--- src/rtl/burst_pkg.sv ---
// Shared constants for the burst column address generator.
// Assumes the length code is three bits wide and has fixed code points.
package burst_pkg;

    localparam int LEN_CODE_W = 3;

    typedef enum logic [LEN_CODE_W-1:0] {
        LEN_ONE   = 3'b000,
        LEN_TWO   = 3'b001,
        LEN_FOUR  = 3'b010,
        LEN_EIGHT = 3'b011,
        LEN_PAGE  = 3'b111
    } len_code_e;

endpackage

--- src/rtl/burst_len_decode.sv ---
// Decodes the burst settings into a window mask, a full-page flag,
// an effective order bit and an accept flag.
// Assumes COL_W >= 3 so that an 8-beat window fits in the column.
module burst_len_decode
    import burst_pkg::*;
#(
    parameter int COL_W = 10
) (
    input  logic [LEN_CODE_W-1:0] len_code_i,
    input  logic                  ilv_i,
    input  logic                  single_wr_i,
    input  logic                  is_write_i,
    output logic [COL_W-1:0]      mask_o,
    output logic                  full_o,
    output logic                  ilv_o,
    output logic                  ok_o
);

    localparam logic [COL_W-1:0] ALL_ONES = {COL_W{1'b1}};

    // Map the length code (or a forced single write) to a window.
    always_comb begin
        mask_o = '0;
        full_o = 1'b0;
        ok_o   = 1'b1;
        if (single_wr_i && is_write_i) begin
            mask_o = '0;
        end else begin
            case (len_code_i)
                LEN_ONE, LEN_TWO, LEN_FOUR, LEN_EIGHT:
                    mask_o = ~(ALL_ONES << len_code_i[1:0]);
                LEN_PAGE: begin
                    mask_o = ALL_ONES;
                    full_o = 1'b1;
                end
                default: ok_o = 1'b0;
            endcase
        end
    end

    // Full page runs sequential only.
    always_comb ilv_o = ilv_i && !full_o;

endmodule

--- src/rtl/burst_beat_seq.sv ---
// Holds the captured burst and counts beats. A start always takes
// priority, then a stop, then normal stepping. Finite bursts end after
// the beat whose index equals the window mask; full page never ends
// by itself.
module burst_beat_seq #(
    parameter int COL_W = 10
) (
    input  logic             clk,
    input  logic             rst_n,
    input  logic             start_i,
    input  logic             stop_i,
    input  logic [COL_W-1:0] start_col_i,
    input  logic [COL_W-1:0] mask_d_i,
    input  logic             full_d_i,
    input  logic             ilv_d_i,
    input  logic             ok_d_i,
    output logic [COL_W-1:0] base_o,
    output logic [COL_W-1:0] beat_o,
    output logic [COL_W-1:0] mask_o,
    output logic             ilv_o,
    output logic             active_o,
    output logic             last_o
);

    logic             active_q;
    logic             full_q;
    logic             ilv_q;
    logic [COL_W-1:0] base_q;
    logic [COL_W-1:0] beat_q;
    logic [COL_W-1:0] mask_q;
    logic             at_end;

    // Final beat of a finite burst.
    always_comb at_end = active_q && !full_q && (beat_q == mask_q);

    // Capture, stop and step the burst state.
    always_ff @(posedge clk) begin
        if (!rst_n) begin
            active_q <= 1'b0;
            full_q   <= 1'b0;
            ilv_q    <= 1'b0;
            base_q   <= '0;
            beat_q   <= '0;
            mask_q   <= '0;
        end else if (start_i) begin
            active_q <= ok_d_i;
            full_q   <= full_d_i;
            ilv_q    <= ilv_d_i;
            base_q   <= start_col_i;
            beat_q   <= '0;
            mask_q   <= mask_d_i;
        end else if (stop_i) begin
            active_q <= 1'b0;
        end else if (active_q) begin
            if (at_end) active_q <= 1'b0;
            else        beat_q   <= beat_q + 1'b1;
        end
    end

    // Present the captured state.
    always_comb begin
        base_o   = base_q;
        beat_o   = beat_q;
        mask_o   = mask_q;
        ilv_o    = ilv_q;
        active_o = active_q;
        last_o   = at_end;
    end

endmodule

--- src/rtl/burst_addr_order.sv ---
// Forms the column for a beat. The bits outside the window come from
// the start column. The bits inside come from a wrapping sum
// (sequential) or from an XOR with the beat index (interleave).
module burst_addr_order #(
    parameter int COL_W = 10
) (
    input  logic [COL_W-1:0] base_i,
    input  logic [COL_W-1:0] beat_i,
    input  logic [COL_W-1:0] mask_i,
    input  logic             ilv_i,
    output logic [COL_W-1:0] col_o
);

    logic [COL_W-1:0] seq_sum;
    logic [COL_W-1:0] ilv_mix;
    logic [COL_W-1:0] low_part;

    // Candidate offsets for both orders.
    always_comb begin
        seq_sum = base_i + beat_i;
        ilv_mix = base_i ^ beat_i;
    end

    // Merge the fixed high bits with the selected offset.
    always_comb begin
        low_part = ilv_i ? ilv_mix : seq_sum;
        col_o    = (base_i & ~mask_i) | (low_part & mask_i);
    end

endmodule

--- src/rtl/burst_col_gen.sv ---
// Top of the burst column address generator. Decodes the settings on a
// start strobe, sequences beats and emits one column per cycle, with
// valid and last flags. Assumes the settings are valid with start_i.
module burst_col_gen
    import burst_pkg::*;
#(
    parameter int COL_W = 10
) (
    input  logic                  clk,
    input  logic                  rst_n,
    input  logic                  start_i,
    input  logic [COL_W-1:0]      start_col_i,
    input  logic [LEN_CODE_W-1:0] len_code_i,
    input  logic                  ilv_i,
    input  logic                  single_wr_i,
    input  logic                  is_write_i,
    input  logic                  stop_i,
    output logic [COL_W-1:0]      col_o,
    output logic                  valid_o,
    output logic                  last_o
);

    logic [COL_W-1:0] mask_d;
    logic             full_d;
    logic             ilv_d;
    logic             ok_d;
    logic [COL_W-1:0] base_w;
    logic [COL_W-1:0] beat_w;
    logic [COL_W-1:0] mask_w;
    logic             ilv_w;

    burst_len_decode #(.COL_W(COL_W)) u_dec (
        .len_code_i  (len_code_i),
        .ilv_i       (ilv_i),
        .single_wr_i (single_wr_i),
        .is_write_i  (is_write_i),
        .mask_o      (mask_d),
        .full_o      (full_d),
        .ilv_o       (ilv_d),
        .ok_o        (ok_d)
    );

    burst_beat_seq #(.COL_W(COL_W)) u_seq (
        .clk         (clk),
        .rst_n       (rst_n),
        .start_i     (start_i),
        .stop_i      (stop_i),
        .start_col_i (start_col_i),
        .mask_d_i    (mask_d),
        .full_d_i    (full_d),
        .ilv_d_i     (ilv_d),
        .ok_d_i      (ok_d),
        .base_o      (base_w),
        .beat_o      (beat_w),
        .mask_o      (mask_w),
        .ilv_o       (ilv_w),
        .active_o    (valid_o),
        .last_o      (last_o)
    );

    burst_addr_order #(.COL_W(COL_W)) u_ord (
        .base_i (base_w),
        .beat_i (beat_w),
        .mask_i (mask_w),
        .ilv_i  (ilv_w),
        .col_o  (col_o)
    );

endmodule

--- config.mk ---
export PLATFORM = sky130hd
export DESIGN_NAME = burst_col_gen
export DESIGN_NICKNAME = d
export VERILOG_FILES = /design/src/rtl/burst_pkg.sv /design/src/rtl/burst_len_decode.sv /design/src/rtl/burst_beat_seq.sv /design/src/rtl/burst_addr_order.sv /design/src/rtl/burst_col_gen.sv
export SDC_FILE = /design/constraint.sdc
export NUM_CORES = 1
export LEC_CHECK = 0
export BUFFER_PORTS_ARGS = -buffer_cell sky130_fd_sc_hd__buf_2
export CAP_MARGIN = 20
export CORE_ASPECT_RATIO = 0.7
export CORE_MARGIN = 4
export CORE_UTILIZATION = 50
export CTS_CLUSTER_DIAMETER = 200
export DETAILED_ROUTE_END_ITERATION = 8
export PLACE_DENSITY = 0.79
export REMOVE_ABC_BUFFERS = 1
export SETUP_SLACK_MARGIN = 0.1
export SLEW_MARGIN = 10
export SYNTH_ARGS = -nofsm -noshare
export SYNTH_HDL_FRONTEND = slang
export SYNTH_SLANG_ARGS = --single-unit
--- constraint.sdc ---
create_clock -name clk -period 2.8 [get_ports clk]
set_input_delay 0.14 -clock clk [delete_from_list [all_inputs] [get_ports clk]]
set_output_delay 0.14 -clock clk [all_outputs]
set_load 0.05 [all_outputs]
==> results.sh, run 1 <==
export IMPL_status="finished clean"
export IMPL_period_share_pct=92.3
export IMPL_grt_use_total_pct=17.3
export IMPL_ant_nets=0
export IMPL_p_leak_nw=0.859
export IMPL_synth_warnings=0
export IMPL_finalNetCount=258
export IMPL_die_width_um=77.2
export IMPL_yosysTopAreaCellShare_pct=31.1
export IMPL_cts_root_buf="clkbuf_8"
export IMPL_synth_edf_count=0
export IMPL_numCtsBuffers=3
export IMPL_r2r_slack_ns=0.96
export IMPL_min_path_type="input port to flop"
export IMPL_clock_latency_ns=0.27
export IMPL_yosys_top_cells_area="dfxtp_1, mux2i_1, ha_1"
export IMPL_worst_setup_path_start_kind="flop"
export IMPL_vias=1421
export IMPL_worst_slew_pin_transition_ns=0.505
export IMPL_drc=0
export IMPL_tns_ns=0
export IMPL_start_util_pct=52.5
export IMPL_grt_pass1_vias=1333
export IMPL_drive_gt1_share_pct=19.5
export IMPL_rows=17
export IMPL_io_pins=32
export IMPL_cts_buffer_depth=2
export IMPL_setup_viol=0
export IMPL_first_iter_violations=82
export IMPL_portBuffers=31
export IMPL_cp_max_fo=6
export IMPL_drv_cap=0
export IMPL_worstRegToRegCells=6
export IMPL_avgRoutedWirePerCell_um=13.4
export IMPL_cts_sinks=26
export IMPL_antenna_diode_count=0
export IMPL_fmax_ghz=0.387
export IMPL_grt_pass1_wl_um=6150
export IMPL_via_per_inst=5.38
export IMPL_post_place_ws_ns=0.502
export IMPL_power_density_mw_per_mm2=447
export IMPL_endpoint_kind="output port"
export IMPL_gp_congestion=0.881
export IMPL_relSlewSlack_pct=66.3
export IMPL_synth_area_per_cell_um2=8.46
export IMPL_overflow=0
export IMPL_cts_max_level=1
export IMPL_hpwl_um=2710
export IMPL_critPathKind="flop to output port"
export IMPL_die_area_mm2=0.00436
export IMPL_synth_common_cells="nor2_1, dfxtp_1, a21oi_1"
export IMPL_synthArstFlopShare_pct=0
export IMPL_hold_depth=3
export IMPL_grt_antenna_before_repair=0
export IMPL_die_height_um=56.4
export IMPL_ir_drop_uv=322
export IMPL_hold_end="u_seq.base_o[2]$_SDFFE_PN0P_"
export IMPL_clkTransAtPathRegs_ns=0.09
export IMPL_finalCriticalPeriod_ns=2.58
export IMPL_cp_required_ns=2.66
export IMPL_wirelength_um=3540
export IMPL_firstDrtPassIters=4
export IMPL_r2r_start="u_seq.full_q$_SDFFE_PN0P_"
export IMPL_synthFlopType="dfxtp_1"
export IMPL_synth_top_cell_by_area="dfxtp_1"
export IMPL_yosysMostFrequentCell="nor2_1"
export IMPL_worst_slack_ns=0.217
export IMPL_hp_start="start_col_i[2]"
export IMPL_area_growth_pct=15.3
export IMPL_rsz0062_at_grt="true"
export IMPL_worstPathArrival_ns=2.44
export IMPL_yosysUniqueCellTypes=37
export IMPL_postCtsHoldBufs=0
export IMPL_reg2reg_to="u_seq.beat_o[3]$_SDFFE_PP0P_"
export IMPL_synth_cell_area_mm2=0.00168
export IMPL_finalClockSkew_ns=0.00771
export IMPL_filler_cell_count=301
export IMPL_grt_max_degree=23
export IMPL_ys_ff_latch=26
export IMPL_synth_cells=198
export IMPL_core_mm2=0.00319
export IMPL_hold_viol=0
export IMPL_yosysSeqAreaShare_pct=31.1
export IMPL_maxSlewViolCount=0
export IMPL_cts_tree="yes"
-- worst max-delay path, stage by stage (launching register included) --
cell and delay, ns:
dfxtp_2 0.37, ha_1 0.22, fa_1 0.40, a21oi_1 0.17, nor2b_1 0.09, o41ai_1 0.38, xor2_1 0.12, a21oi_1 0.15
buf_2 0.27
-- through the flow --
stage / util [%] / power [mW] / instances / hold WS, ns / cell area [um2]
floorplan: - / 0.514 / 191 / 0.258 / 1650
global placement: 58.0 / 0.561 / 260 / 0.397 / 1850
detailed placement: 58.0 / 0.563 / 260 / 0.406 / 1850
CTS: 60.2 / 0.870 / 264 / 0.119 / 1920
global route: 60.5 / 0.899 / 264 / 0.126 / 1930
finish: 60.5 / 0.863 / 264 / 0.119 / 1930
-- where the power goes --
group | internal, mW | switching [mW] | total (mW)
sequential | 0.383 | 0.0154 | 0.398
combinational | 0.0572 | 0.100 | 0.157
clock | 0.191 | 0.116 | 0.308
total | 0.631 | 0.232 | 0.863
-- routing by layer --
metal / share of wire [%] / vias to the layer above / global-route usage [%]
met5: 0 / - / 0
met4: 0.37 / 0 / 2.28
met3: 4.6 / 2 / 4.33
met2: 44 / 32 / 28.5
met1: 51 / 637 / 23.5
li1: - / 750 / -
-- layout make-up --
class / count / area (um2) / share of cell area, %
multi-input cells: 161 / 1110 / 57.7
well taps: 38 / 47.5 / 2.46
flip-flops and latches: 26 / 523 / 27.1
inverters: 4 / 15.0 / 0.777
clock buffers: 3 / 41.3 / 2.14
repair buffers: 31 / 160 / 8.29
clock inverters: 1 / 30.0 / 1.55
-- worst max-delay path by stage --
stage / start / endpoint
after floorplan: u_seq.beat_o[0]$_SDFFE_PP0P_ / col_o[8]
after global placement: u_seq.beat_o[0]$_SDFFE_PP0P_ / col_o[6]
after detailed placement: u_seq.beat_o[0]$_SDFFE_PP0P_ / col_o[6]
after CTS: u_seq.beat_o[0]$_SDFFE_PP0P_ / col_o[6]
after global routing: u_seq.beat_o[0]$_SDFFE_PP0P_ / col_o[6]
final: u_seq.beat_o[0]$_SDFFE_PP0P_ / col_o[6]
-- what timing repair did --
action / 4_1_cts / 5_1_grt
endpoints found under the setup margin: 0 / 3
resized for setup: 0 / 6
buffers inserted: 0 / 0
-- state kept, by name, indices dropped and copies added (netlist names) --
| register | cells |
|---|---|
| u_seq.active_o | 1 |
| u_seq.full_q | 1 |
| u_seq.ilv_o | 1 |
| u_seq.beat_o | 10 |
| u_seq.base_o | 10 |
| u_seq.mask_o | 3 |
-- kinds of logic (layout without fill, tap and decap cells) --
group | after synthesis | after routing | synth area share, %
flops | 26 | 26 | 31.1
fa+ha+maj | 11 | 11 | 8.66
simple gates | 79 | 79 | 24.0
compound gates | 37 | 37 | 14.9
buf+inv | 11 | 39 | 2.54
mux | 14 | 14 | 8.44
xor+xnor | 20 | 20 | 10.5
-- placed cells by master (no fill, tap or decap), drive strengths merged, types with 6 or more instances in the layout --
| cell | n |
|---|---|
| ha | 10 |
| a21oi | 18 |
| nand3 | 6 |
| nor2 | 33 |
| nor2b | 15 |
| buf | 30 |
| dfxtp | 26 |
| nand2 | 9 |
| xor2 | 11 |
| mux2i | 13 |
| xnor2 | 9 |
(Power assumes the default switching activity.)
==> run 2: changes to the inputs <==
==> constraint.sdc (replaced) <==
create_clock -name clk -period 2.8 [get_ports clk]
set_input_delay 0 -clock clk [delete_from_list [all_inputs] [get_ports clk]]
set_output_delay 0 -clock clk [all_outputs]
set_load 0.05 [all_outputs]
==> run 2 against run 1 <==
- sequential power hardly changed
- power is 1.1% higher
- wire length is 0.48% higher
- critical path depth stayed put
- register-to-register slack better by 0.02 ns
- flip-flop and latch count stayed put
- cell area is 3.1% higher
- non-clock buffer count is 7 higher
==> results.sh, run 2 (synthesized netlist as in run 1, its figures left out) <==
export IMPL_period_share_pct=87.6
export IMPL_start_util_pct=52.5
export IMPL_drive_gt1_share_pct=17.6
export IMPL_power_switching_mw=0.236
export IMPL_path_cells="ha_1 > fa_1 > a21oi_1 > nor2b_1 > o41ai_1 > xor2_1 > a21oi_1 > buf_2"
export IMPL_overflow=0
export IMPL_layout_commonest_cell="nor2_1"
export IMPL_cts_resized=0
export IMPL_grt_use_total_pct=17.4
export IMPL_power_density_mw_per_mm2=438
export IMPL_portBuffers=31
export IMPL_crit_top_cell="a21oi_1"
export IMPL_filler_cell_count=271
export IMPL_rows=17
export IMPL_grt_pass1_vias=1372
export IMPL_ant_nets=0
export IMPL_drc=0
export IMPL_die_height_um=56.4
export IMPL_multiInputGateArea_mm2=0.00111
export IMPL_min_path_type="input port to flop"
export IMPL_fmax_ghz=0.408
export IMPL_whs_ns=0.00878
export IMPL_r2r_start="u_seq.full_q$_SDFFE_PN0P_"
export IMPL_finalNetCount=265
export IMPL_cts_tree="yes"
export IMPL_avgRoutedWirePerCell_um=13.1
export IMPL_numCtsBuffers=3
export IMPL_grt_pass1_wl_um=6210
export IMPL_critPathKind="flop to output port"
export IMPL_first_iter_violations=86
export IMPL_cts_sinks=26
export IMPL_setup_viol=0
export IMPL_worst_slew_pin_transition_ns=0.504
export IMPL_tns_ns=0
export IMPL_cp_slowest_cell="fa_1"
export IMPL_crit_start="u_seq.beat_o[0]$_SDFFE_PP0P_"
export IMPL_antenna_diode_count=0
export IMPL_firstDrtPassIters=4
export IMPL_via_per_inst=5.38
export IMPL_internal_power_mw=0.636
export IMPL_finalPower_mw=0.872
export IMPL_worst_slack_ns=0.347
export IMPL_wirelength_um=3550
export IMPL_rsz0062_at_grt="false"
export IMPL_finalClockSkew_ns=0.00385
export IMPL_worst_path_buf_inv=1
export IMPL_stdcell_count=271
export IMPL_maxSlewViolCount=0
export IMPL_critPathMaxStageDelay_ns=0.40
export IMPL_post_place_ws_ns=0.676
export IMPL_area_growth_pct=18.9
export IMPL_grt_antenna_before_repair=0
export IMPL_clock_power_share_pct=35.6
export IMPL_power_frac_comb_pct=18.8
export IMPL_numPlacedInstances=260
export IMPL_die_width_um=77.2
export IMPL_drv_cap=0
export IMPL_clkTransAtPathRegs_ns=0.09
export IMPL_finalCriticalPeriod_ns=2.45
export IMPL_die_area_mm2=0.00436
export IMPL_p_seq_share_pct=45.7
export IMPL_cts_root_buf="clkbuf_8"
export IMPL_core_mm2=0.00319
export IMPL_endpoint_kind="output port"
export IMPL_most_common_layout_cells="nor2_1, buf_2, dfxtp_1, a21oi_1, nor2b_1"
export IMPL_gp_congestion=0.881
export IMPL_cp_max_fo=6
export IMPL_worst_setup_path_start_kind="flop"
export IMPL_critical_path_top_delay_family="compound AO/OA/AOI/OAI gates"
export IMPL_grt_max_degree=23
export IMPL_register_area_um2=520
export IMPL_relSlewSlack_pct=66.4
export IMPL_ir_drop_uv=301
export IMPL_p_leak_nw=0.887
export IMPL_io_pins=32
export IMPL_cp_required_ns=2.80
export IMPL_cts_buffer_depth=2
export IMPL_cts_max_level=1
export IMPL_hpwl_um=2730
export IMPL_hold_viol=0
export IMPL_hp_start="start_col_i[7]"
export IMPL_clock_latency_ns=0.27
export IMPL_worstPathArrival_ns=2.45
export IMPL_swShare_pct=27.0
export IMPL_status="finished clean"
export IMPL_vias=1459
run 2: cell count changes in the layout (fill, tap and decap cells not counted), moves of 2 or more:
cell	delta
dlygate4sd3_1	+7
buf_2	+2
dfxtp_1	+2
dfxtp_2	-2
run 2: power groups by stage:
stage,sequential [mW],combinational [mW],clock [mW]
after floorplan,0.406,0.108,0
after global placement,0.406,0.154,0
after detailed placement,0.407,0.157,0
after global routing,0.401,0.180,0.330
final,0.398,0.164,0.310
after CTS,0.398,0.165,0.318
run 2: cell type report:
class	instances	share of cell area (%)
multi-input cells	161	55.8
repair buffers	38	11.3
clock inverters	1	1.51
inverters	4	0.754
flip-flops and latches	26	26.1
well taps	38	2.39
clock buffers	3	2.07
run 2: timing repair:
action,in CTS,in global routing
buffers inserted,0,0
hold buffers,7,0
endpoints found under the hold margin,7,0
run 2: tightest hold or removal path: stages:
cell and delay (ns):
buf_2 0.08, mux2i_1 0.07, nor2b_1 0.10
run 2: worst paths after layout:
| check | cells after the start | slack, ns | end |
|---|---|---|---|
| setup / recovery | 8 | 0.35 | col_o[6] |
| hold reg to reg | 2 | 0.53 | u_seq.mask_o[0]$_SDFFE_PN0P_ |
| hold / removal | 3 | 0.009 | u_seq.base_o[7]$_SDFFE_PN0P_ |
| setup reg to reg | 6 | 0.98 | u_seq.beat_o[4]$_SDFFE_PP0P_ |
run 2: per-layer routing:
metal,routed length [um],vias to the layer above,track usage [%]
met3,169,7,4.17
met2,1570,32,29.0
met4,53,0,4.06
li1,-,761,-
met1,1760,659,22.8
met5,0,-,0
run 2: through the flow:
stage / instance area [um2] / util [%]
finish: 1990 / 62.4
CTS: 1990 / 62.4
floorplan: 1650 / -
global placement: 1850 / 58.0
global route: 1990 / 62.4
detailed placement: 1850 / 58.0
==> run 3: changes to the inputs <==
--- a/config.mk
+++ b/config.mk
@@ -9,10 +9,10 @@
 export CAP_MARGIN = 20
 export CORE_ASPECT_RATIO = 0.7
 export CORE_MARGIN = 4
-export CORE_UTILIZATION = 50
+export CORE_UTILIZATION = 49
 export CTS_CLUSTER_DIAMETER = 200
 export DETAILED_ROUTE_END_ITERATION = 8
-export PLACE_DENSITY = 0.79
+export PLACE_DENSITY = 0.81
 export REMOVE_ABC_BUFFERS = 1
 export SETUP_SLACK_MARGIN = 0.1
 export SLEW_MARGIN = 10
==> constraint.sdc (replaced) <==
create_clock -name clk -period 2 [get_ports clk]
set_input_delay 0 -clock clk [delete_from_list [all_inputs] [get_ports clk]]
set_output_delay 0 -clock clk [all_outputs]
set_load 0.05 [all_outputs]
==> run 3 against run 2 <==
- the flow now finishes with violations (hold timing, setup timing)
- die area up 1.8%
- cell count up 9.6%
- flip-flop and latch count unchanged
- cell area up 17%
- global-route usage up 2.2 points
- critical path type unchanged
- largest cell class unchanged
==> results.sh, run 3 (synthesized netlist as in run 1, its figures left out) <==
export IMPL_status="complete, but fails checks"
export IMPL_violations="hold timing, setup timing"
export IMPL_hp_start="start_col_i[8]"
export IMPL_cts_tree="yes"
export IMPL_period_share_pct=107
export IMPL_overflow=0
export IMPL_grt_use_total_pct=19.6
export IMPL_cts_root_buf="clkbuf_8"
export IMPL_worst_path_buf_inv=1
export IMPL_portBuffers=31
export IMPL_stdcell_count=297
export IMPL_relSlewSlack_pct=65.7
export IMPL_io_pins=32
export IMPL_area_growth_pct=39.3
export IMPL_hold_end="u_seq.base_o[8]$_SDFFE_PN0P_"
export IMPL_rsz0062_at_grt="true"
export IMPL_die_area_mm2=0.00443
export IMPL_maxSlewViolCount=0
export IMPL_numPlacedInstances=284
export IMPL_hold_depth=3
export IMPL_hpwl_um=2920
export IMPL_finalNetCount=282
export IMPL_highest_layer="met4"
export IMPL_via_per_inst=5.33
export IMPL_vias=1583
export IMPL_die_width_um=77.9
export IMPL_met2_length_um=2050
export IMPL_worst_setup_path_start_kind="flop"
export IMPL_endpoint_kind="output port"
export IMPL_r2r_slack_ns=0.19
export IMPL_worstRegToRegCells=7
export IMPL_setup_viol=5
export IMPL_min_path_type="input port to flop"
export IMPL_cts_sinks=26
export IMPL_cp_required_ns=2.00
export IMPL_first_iter_violations=73
export IMPL_met3_length_um=273
export IMPL_finalClockSkew_ns=0.00258
export IMPL_drive_gt1_share_pct=38.8
export IMPL_path_cells="ha_4 > fa_2 > a21oi_2 > nor2b_2 > o31ai_2 > a21oi_1 > xnor2_1 > a21oi_1 > buf_4"
export IMPL_rows=17
export IMPL_ir_drop_uv=301
export IMPL_cp_slowest_cell="dfxtp_2"
export IMPL_power_density_mw_per_mm2=504
export IMPL_critPathKind="flop to output port"
export IMPL_antenna_diode_count=0
export IMPL_worst_slack_ns=-0.150
export IMPL_critical_path_top_delay_family="compound AO/OA/AOI/OAI gates"
export IMPL_worstPathArrival_ns=2.15
export IMPL_whs_ns=-0.00969
export IMPL_cp_max_fo=3
export IMPL_cts_buffer_depth=2
export IMPL_avgRoutedWirePerCell_um=14.5
export IMPL_core_mm2=0.00321
export IMPL_reg2reg_to="u_seq.beat_o[1]$_SDFFE_PP0P_"
export IMPL_cts_max_level=1
export IMPL_ant_nets=0
export IMPL_grt_pass1_wl_um=7070
export IMPL_gp_congestion=0.845
export IMPL_wl_met1_um=1900
export IMPL_die_height_um=56.9
export IMPL_fin_util_pct=72.7
export IMPL_grt_pass1_vias=1620
export IMPL_clkTransAtPathRegs_ns=0.09
export IMPL_hold_viol=2
export IMPL_p_leak_nw=0.962
export IMPL_worst_slew_pin_transition_ns=0.514
export IMPL_grt_max_degree=23
export IMPL_drc=0
export IMPL_post_place_ws_ns=-0.0302
export IMPL_crit_top_cell="a21oi_1"
export IMPL_fmax_ghz=0.465
export IMPL_critPathMaxStageDelay_ns=0.35
export IMPL_numCtsBuffers=3
export IMPL_most_common_layout_cells="nor2_1, buf_4, buf_2, a21oi_1"
export IMPL_wirelength_um=4290
export IMPL_firstDrtPassIters=6
export IMPL_clock_latency_ns=0.27
export IMPL_grt_antenna_before_repair=0
export IMPL_drv_cap=0
export IMPL_finalCriticalPeriod_ns=2.15
export IMPL_layout_commonest_cell="nor2_1"
export IMPL_start_util_pct=52.2
export IMPL_r2r_start="u_seq.beat_o[3]$_SDFFE_PP0P_"
==> run 3: what timing repair did <==
action | 4_1_cts | 5_1_grt
endpoints found under the setup margin | 9 | 15
hold endpoints to repair | 6 | 0
hold buffers | 6 | 0
resized for setup | 32 | 25
gates cloned | 0 | 0
buffers inserted | 3 | 0
pin swaps | 13 | 11
==> run 3: worst reg2reg max path: stages, from the launching register on <==
cell      delay (ns)
dfxtp_2         0.35
buf_4           0.15
or4_4           0.49
nor3_4          0.19
a311oi_4        0.15
buf_4           0.18
mux2i_1         0.13
nor2_1          0.05
==> run 3: final cells by class <==
type                    instances  area [um2]
clock buffers                   4        55.1
fillers                       238         878
inverters                       4        15.0
multi-input cells             161        1280
flip-flops and latches         26         542
well taps                      47        58.8
repair buffers                 55         384
==> run 3: worst max path at each step <==
stage | start | to | cells after the start
3_5_place_dp | u_seq.base_o[0]$_SDFFE_PN0P_ | col_o[8] | 9
4_1_cts | u_seq.base_o[0]$_SDFFE_PN0P_ | col_o[8] | 9
2_1_floorplan | u_seq.beat_o[0]$_SDFFE_PP0P_ | col_o[8] | 8
6_report | u_seq.base_o[0]$_SDFFE_PN0P_ | col_o[8] | 9
5_1_grt | u_seq.base_o[0]$_SDFFE_PN0P_ | col_o[8] | 9
3_3_place_gp | u_seq.base_o[0]$_SDFFE_PN0P_ | col_o[8] | 9
==> run 3: through the flow <==
step | instance area [um2] | power (mW) | TNS, ns
finish | 2330 | 1.18 | -0.399
global placement | 1970 | 0.791 | -0.0165
floorplan | 1650 | 0.719 | -1.25
global route | 2330 | 1.23 | -0.962
CTS | 2240 | 1.17 | -0.429
detailed placement | 1970 | 0.796 | -0.0637
==> run 3: routing by layer <==
layer / vias up / global-route usage (%)
li1: 794 / -
met1: 726 / 24.6
met2: 51 / 34.4
met3: 12 / 4.81
met4: 0 / 3.99
met5: - / 0
==> run 3: where the power goes <==
| part | switching, mW | internal (mW) | leakage, nW | total (mW) |
|---|---|---|---|---|
| registers | 0.0228 | 0.537 | 0.219 | 0.560 |
| logic | 0.154 | 0.116 | 0.714 | 0.270 |
| clock network | 0.170 | 0.176 | 0.0288 | 0.346 |
| total | 0.347 | 0.830 | 0.962 | 1.18 |
